--- src/rtl/alu5_pkg.sv ---
package alu5_pkg;
  localparam int CTRL_W = 3;

  typedef enum logic [1:0] {
    SEL_AND  = 2'b00,
    SEL_OR   = 2'b01,
    SEL_SUM  = 2'b10,
    SEL_LESS = 2'b11
  } sel_e;

  // Legal control words: {sub, sel}
  localparam logic [CTRL_W-1:0] CODE_AND = 3'b000;
  localparam logic [CTRL_W-1:0] CODE_OR  = 3'b001;
  localparam logic [CTRL_W-1:0] CODE_ADD = 3'b010;
  localparam logic [CTRL_W-1:0] CODE_SUB = 3'b110;
  localparam logic [CTRL_W-1:0] CODE_SLT = 3'b111;

  function automatic logic code_is_legal(input logic [CTRL_W-1:0] c);
    return (c == CODE_AND) || (c == CODE_OR) || (c == CODE_ADD) ||
           (c == CODE_SUB) || (c == CODE_SLT);
  endfunction
endpackage

--- src/rtl/alu5_bitwise.sv ---
module alu5_bitwise #(
  parameter int W = 32
) (
  input  logic [W-1:0] x,
  input  logic [W-1:0] y,
  output logic [W-1:0] and_v,
  output logic [W-1:0] or_v
);
  for (genvar i = 0; i < W; i++) begin : g_bit
    assign and_v[i] = x[i] & y[i];
    assign or_v[i]  = x[i] | y[i];
  end

  always_comb begin
    // AND never exceeds OR in any bit position
    a_r1_and_within_or: assert ((and_v & ~or_v) == '0)
      else $error("and/or relation broken");
  end
endmodule

--- src/rtl/alu5_addsub.sv ---
module alu5_addsub #(
  parameter int W = 32
) (
  input  logic [W-1:0] x,
  input  logic [W-1:0] y,
  input  logic         sub,
  output logic [W-1:0] sum,
  output logic         carry,
  output logic         ovf
);
  function automatic logic [W:0] add_ext(input logic [W-1:0] p,
                                         input logic [W-1:0] q,
                                         input logic         cin);
    return {1'b0, p} + {1'b0, q} + {{W{1'b0}}, cin};
  endfunction

  function automatic logic signed_ovf(input logic pm, input logic qm,
                                      input logic sm);
    return (pm == qm) && (sm != pm);
  endfunction

  logic [W-1:0] y_eff;
  logic [W:0]   wide;

  assign y_eff = y ^ {W{sub}};
  assign wide  = add_ext(x, y_eff, sub);
  assign sum   = wide[W-1:0];
  assign carry = wide[W];
  assign ovf   = signed_ovf(x[W-1], y_eff[W-1], sum[W-1]);

  always_comb begin
    // carry out of a subtraction means no unsigned borrow
    if (sub)
      a_r4_no_borrow: assert (carry == (x >= y))
        else $error("subtract carry disagrees with unsigned compare");
    // carry out of an addition means the sum wrapped
    if (!sub)
      a_r3_wrap_carry: assert (carry == (sum < x))
        else $error("add carry disagrees with wrap");
  end
endmodule

--- src/rtl/alu5_lessthan.sv ---
module alu5_lessthan (
  input  logic diff_msb,
  input  logic ovf,
  output logic lt
);
  // Sign of the difference, corrected when the subtraction overflowed
  assign lt = diff_msb ^ ovf;
endmodule

--- src/rtl/alu5_core.sv ---
module alu5_core
  import alu5_pkg::*;
#(
  parameter int W = 32
) (
  input  logic [W-1:0]      opnd_a,
  input  logic [W-1:0]      opnd_b,
  input  logic [CTRL_W-1:0] ctrl,
  output logic [W-1:0]      result,
  output logic              zero_flag,
  output logic              carry_out
);
  logic         sub_bit;
  sel_e         sel;
  logic         legal;
  logic [W-1:0] and_v, or_v, sum_v;
  logic         add_carry, add_ovf, less_bit;

  assign sub_bit = ctrl[CTRL_W-1];
  assign sel     = sel_e'(ctrl[1:0]);
  assign legal   = code_is_legal(ctrl);

  alu5_bitwise #(.W(W)) u_bitwise (
    .x(opnd_a), .y(opnd_b), .and_v(and_v), .or_v(or_v)
  );

  alu5_addsub #(.W(W)) u_addsub (
    .x(opnd_a), .y(opnd_b), .sub(sub_bit),
    .sum(sum_v), .carry(add_carry), .ovf(add_ovf)
  );

  alu5_lessthan u_less (
    .diff_msb(sum_v[W-1]), .ovf(add_ovf), .lt(less_bit)
  );

  always_comb begin
    result = '0;
    if (legal) begin
      unique case (sel)
        SEL_AND:  result = and_v;
        SEL_OR:   result = or_v;
        SEL_SUM:  result = sum_v;
        SEL_LESS: result = {{(W-1){1'b0}}, less_bit};
        default:  result = '0;
      endcase
    end
  end

  assign zero_flag = ~|result;
  assign carry_out = add_carry;

  always_comb begin
    // signed less-than agrees with a direct signed compare
    if (ctrl == CODE_SLT)
      a_r5_signed_lt: assert (result[0] == ($signed(opnd_a) < $signed(opnd_b)))
        else $error("set-less-than wrong");
    // upper bits of the less-than result are clear
    if (ctrl == CODE_SLT)
      a_r5_upper_clear: assert ($countones(result[W-1:1]) == 0)
        else $error("set-less-than upper bits set");
    // equal operands subtract to zero and raise the flag
    if (ctrl == CODE_SUB && opnd_a == opnd_b)
      a_r4_equal_zero: assert (zero_flag)
        else $error("equal operands did not give zero");
    // a raised flag implies no set result bit
    if (zero_flag)
      a_r6_flag_clean: assert ($countones(result) == 0)
        else $error("zero flag with nonzero result");
    // unused codes produce zero
    if (!legal)
      a_r7_unused_zero: assert (result == '0 && zero_flag)
        else $error("unused code produced data");
  end
endmodule

--- config.mk ---
export PLATFORM = sky130hd
export DESIGN_NAME = alu5_core
export DESIGN_NICKNAME = d
export VERILOG_FILES = /design/src/rtl/alu5_pkg.sv /design/src/rtl/alu5_bitwise.sv /design/src/rtl/alu5_addsub.sv /design/src/rtl/alu5_lessthan.sv /design/src/rtl/alu5_core.sv
export SDC_FILE = /design/constraint.sdc
export NUM_CORES = 1
export LEC_CHECK = 0
export ABC_AREA = 1
export CORE_UTILIZATION = 40
export DETAILED_ROUTE_END_ITERATION = 16
export PLACE_DENSITY = 0.67
export SYNTH_ARGS = -nofsm -noshare
export SYNTH_HDL_FRONTEND = slang
export SYNTH_SLANG_ARGS = --single-unit
--- constraint.sdc ---
create_clock -name vclk -period 5.25
set_clock_uncertainty 0.1 [all_clocks]
set_input_delay 0.7875 -clock vclk [all_inputs]
set_output_delay 0.7875 -clock vclk [all_outputs]
set_load 0.005 [all_outputs]
Word level (Yosys, flattened, before mapping)
Index checks and enable logic that the tools add are counted.
Storage, ports and cells
  bits in registers: 0
  bits in latches: 0
  bits in writable memories: 0
  bits in read-only memories: 0
  bits of input ports: 67
  word-level logic and storage cells: 88
  memories kept: 0
Cells by class
  $add $sub $neg: 2
  $mul: 0
  div/mod/pow operators: 0
  magnitude comparators: 0
  equal/unequal tests: 9
  shift-type cells: 0
  multiplexer cells: 2
  bitwise logic cells: 66
  reduce and logical (&&, ||, !) cells: 9
Operators with widths (count)
  case mux 32 bit (4 select lines): 1
  adder 32 x 32 -> 33 bit: 1
  adder 33 x 1 -> 33 bit: 1
  bitwise AND 1 bit: 32
  two-way mux 32 bit: 1
  bitwise OR 1 bit: 32
  OR reduction 32 bit: 1
  XOR 32 bit: 1
  == test 3 bit (second input constant): 2
  == test 2 bit (second input constant): 2
  logical OR 1 bit: 4
  == test 3 x 1 -> 1 bit (second input constant): 1
  == test 3 x 2 -> 1 bit (second input constant): 1
  zero test 3 bit: 1
  == test 2 x 1 -> 1 bit (second input constant): 1
  zero test 2 bit: 1
  == test 1 bit: 1
  logical AND 1 bit: 1
  zero test 1 bit: 1
  inequality test 1 bit: 1
  XOR 1 bit: 1

Logic depth before layout (Yosys ltp)
  word-level depth: 10
  mapped depth: 22

Hierarchy
From an unflattened synthesis, not the netlist that was laid out.
Second synthesis, totals
  cells, all modules: 837
  area total of the unflattened synthesis: 4129.0 µm²
By module, submodules not included
  alu5_addsub: instances 1, cells an instance 419, area each 2346.0 µm², seq. area each 0.0 µm²
  alu5_core: instances 1, cells an instance 253, area each 1163.6 µm², seq. area each 0.0 µm²
  alu5_bitwise: instances 1, cells an instance 160, area each 600.6 µm², seq. area each 0.0 µm²
  alu5_lessthan: instances 1, cells an instance 5, area each 18.8 µm², seq. area each 0.0 µm²

Worst setup path after synthesis
No wires, ideal clock.
  kind: input -> output
  start point: input ctrl[2]
  end point: output zero_flag
  data arrival time: 3.070 ns
  required time: 4.363 ns
  setup slack: 1.293 ns
  cell stages on the path: 17
  path through: buf_4 -> clkbuf_1 -> xor2_1 -> ha_1 -> nand2_1 -> nor2_1 -> and2_1 -> nand2_1 -> nand3_2 -> or2_1 -> nand3_1 -> nand2_1 -> nand3_1 -> nand4_1 -> nor2_1 -> nand2_1 -> nor2_1
Between the ends
  word-level cells in the longest chain between the ends: 10
  elaborated cells between the ends (all ways): 20
  those cells by class: add/sub: 2; eq/ne: 6; mux: 2; bitwise: 2; reduce/logical: 8
RTL lines
  from (decl): RTL line alu5_core.sv:8  | input logic [CTRL_W-1:0] ctrl,
  XOR 32 bit: RTL line alu5_addsub.sv:25  | assign y_eff = y ^ {W{sub}};
  adder 32 x 32 -> 33 bit: RTL line alu5_addsub.sv:14  | return {1'b0, p} + {1'b0, q} + {{W{1'b0}}, cin};
  adder 33 x 1 -> 33 bit: RTL line alu5_addsub.sv:14
  inequality test 1 bit: RTL line alu5_addsub.sv:19  | return (pm == qm) && (sm != pm);
  logical AND 1 bit: RTL line alu5_addsub.sv:19
  XOR 1 bit: RTL line alu5_lessthan.sv:7  | assign lt = diff_msb ^ ovf;
  case mux 32 bit (4 select lines): RTL line alu5_core.sv:39  | unique case (sel)
  two-way mux 32 bit (*): RTL line alu5_core.sv:38  | if (legal) begin
  OR reduction 32 bit (*): RTL line alu5_core.sv:49  | assign zero_flag = ~|result;
  zero test 1 bit (*): RTL line alu5_core.sv:49
  to (decl): RTL line alu5_core.sv:10  | output logic zero_flag,
Mark *: on every way between the ends. The rest lies on a longest branch, timed or not.

Worst setup path in the final report
  start point: input opnd_b[0]
  end point: output zero_flag
Between the ends
  word-level cells in the longest chain between the ends: 10
  elaborated cells between the ends (all ways): 12
  those cells by class: add/sub: 2; eq/ne: 1; mux: 2; bitwise: 4; reduce/logical: 3
RTL lines
  from (decl): RTL line alu5_core.sv:7  | input logic [W-1:0] opnd_b,
  XOR 32 bit: RTL line alu5_addsub.sv:25
  adder 32 x 32 -> 33 bit: RTL line alu5_addsub.sv:14
  adder 33 x 1 -> 33 bit: RTL line alu5_addsub.sv:14
  inequality test 1 bit: RTL line alu5_addsub.sv:19
  logical AND 1 bit: RTL line alu5_addsub.sv:19
  XOR 1 bit: RTL line alu5_lessthan.sv:7
  case mux 32 bit (4 select lines) (*): RTL line alu5_core.sv:39
  two-way mux 32 bit (*): RTL line alu5_core.sv:38
  OR reduction 32 bit (*): RTL line alu5_core.sv:49
  zero test 1 bit (*): RTL line alu5_core.sv:49
Marked as above.

==> impl_metrics.yaml <==
run_status:
  outcome: "completed"
layout:
  area.growth.synth_to_final_pct: 28.8
  drive_above_1_share_pct: 7.53
  fin_nets: 1005
  instances_no_fill: 1036
  final.clkbuf_count: 0
  num_antenna_cells: 0
  final_core_util_pct: 53.4
  fillers: 1107
  design.seq.count: 0
  seqCellArea_sq_um: 0
floorplanning:
  die_h_um: 103
  start_util_pct: 41.5
  dieArea_sq_mm: 0.0106
  core_area_sq_mm: 0.00982
  ios: 101
  std_cell_rows: 36
  die_w_um: 103
yosys:
  avgSynthCellArea_sq_um: 5.01
  synth_cell_types: 39
  synth_fp_nets: 912
  synth_area_leaders: "nand2_1 27%, inv_1 13%, ha_1 9.8%, nand3_1 7.5%, xor2_1 6.9%"
  synth_mux_area_share_pct: 0
  synth_most_common_cell: "nand2_1"
  yosysWarnings: 0
  synth-simple-area-share_pct: 54.0
  synth_top_area_share_pct: 26.9
  yosysTopAreaCell: "nand2_1"
  ys_seq_area_share_pct: 0
  synthXorXnorAreaFrac_pct: 7.10
  yosys.area_share.adder_pct: 10.3
  syn_inst: 812
  synth_area_sq_mm: 0.00407
  synth_common_cells: "292 x nand2_1, 137 x inv_1, 61 x nand3_1, 61 x nor2_1, 39 x a21oi_1"
  synth_top_family_by_area: "simple AND/OR/NAND/NOR gates"
  synth_compound_area_share_pct: 12.6
worst_hold_path:
  hold_class: "input pin to primary output"
  hp-start: "opnd_a[2]"
  min_delay_path_depth: 4
  min_to: "result[2]"
power:
  ir_drop_v: 0.0000715
  leakagePower_uw: 0.00281
  power_density_mw_per_mm2: 138
  p_total_uw: 721
placed_design:
  hpwlAfterDp_um: 13000
  gp_congestion: 0.962
  portBuffers: 101
  dp.cells: 1036
drt:
  vias: 5288
  avgViaCountPerCell: 5.10
  wl_per_cell_um: 14.9
  ant_nets: 0
  wl_um: 15500
  drc_errors: 0
  dr.pass1.iters: 6
  initialDrtViolationCount: 333
timing:
  finalMaxSlewViolations: 0
  fin_crit_ns: 4.98
  tightest_slew_ns: 0.643
  tns_ns: 0
  setup_viol: 0
  maxSlewHeadroom_pct: 57.1
  holdWs_ns: 2.52
  clock.fmax_ghz: 0.201
  finalHoldViolCount: 0
  fin_crit_sh_pct: 94.8
  grt_setup_unrepaired: "false"
job:
  maxCapViolCount: 0
worst_setup_path:
  crit_type: "input pin to primary output"
  start_kind: "input pin"
  path_max_fanout: 4
  crit_path_end_kind: "primary output"
  required_ns: 4.36
  arrival_ns: 4.09
global_routing:
  first_global_vias: 4808
  grt_pass1_wl_um: 24100
  antenna_found_initial: 0
  grt_usage_pct: 29.7
  overflow: 0
  grt_max_degree: 34
clocking:
  cts_hold_buf: 0
==> layout make-up <==
class                      count  area, sq um  share of cell area, %
multi-input combinational    650         3440                   65.7
timing repair buffer         109         1090                   20.8
inverter                     144          541                   10.3
tap                          133          166                   3.17
==> worst max path at each step <==
stage / start / end / slack (ns)
floorplan: ctrl[2] / zero_flag / 1.29
global route: opnd_b[0] / zero_flag / 0.04
global placement: opnd_b[0] / zero_flag / 0.08
CTS: opnd_b[0] / zero_flag / 0.07
detailed placement: opnd_b[0] / zero_flag / 0.07
finish: opnd_b[0] / zero_flag / 0.27
==> cells by family (layout without fill, tap and decap cells) <==
group,count (synthesis),after routing
AO/OA/AOI/OAI,87,87
XOR/XNOR,33,33
adder cells (fa/ha/maj),33,33
buffers and inverters,162,253
AND/OR/NAND/NOR,497,497
==> routing by layer <==
layer | routed length [um] | vias to the layer above | part of all wire (%) | track usage, %
met5 | 0 | - | 0 | 0
met4 | 314 | 0 | 2.0 | 5.74
met3 | 876 | 16 | 5.7 | 1.02
met2 | 6820 | 157 | 44 | 49.2
met1 | 7460 | 2376 | 48 | 42.8
li1 | - | 2739 | - | -
==> metrics by stage <==
stage / instance area (sq um) / setup slack [ns]
3_5_place_dp: 5220 / 0.0749
6_report: 5240 / 0.273
4_1_cts: 5220 / 0.0651
2_1_floorplan: 4070 / 1.29
3_3_place_gp: 5220 / 0.0801
5_1_grt: 5240 / 0.0366
==> repair_timing <==
item                       CTS  global route
buffers inserted             0             0
setup endpoints to repair    0             1
gates resized for setup      0             7
==> critical path, cell delays in order <==
cell             delay (ns)
clkdlybuf4s50_1        0.50
nand2_1                0.13
nand2_4                0.14
inv_1                  0.07
fa_2                   0.36
inv_2                  0.08
nand3_1                0.09
nand3_2                0.13
nand2_1                0.08
nand2_2                0.09
nand2_2                0.08
nand2_2                0.09
nand2_1                0.05
nand3_1                0.08
nand2_1                0.05
nand3_1                0.11
nand2_1                0.06
inv_1                  0.05
nand3_1                0.14
nor2_4                 0.22
nand2_1                0.08
nor2_1                 0.11
clkdlybuf4s50_1        0.51
==> cell usage in the layout (no fill, tap or decap), types with 7 or more instances in the layout <==
cell             instances
nand2_2                 24
nor2_2                   7
nand3_1                 61
xor2_1                  32
nor2_4                   8
nand4_1                 12
ha_1                    32
a21oi_1                 38
nor2_1                  59
inv_1                  136
nor3_1                  13
clkdlybuf4s50_1        100
nand2_1                292
o21ai_0                 14
o31ai_1                 21
nand3b_1                 7
==> power by group <==
group	switching [uW]	internal [uW]
Combinational	433	288
Sequential	0	0
Clock	0	0
Total	433	288
Note: power is estimated with default switching activity, not from simulation.
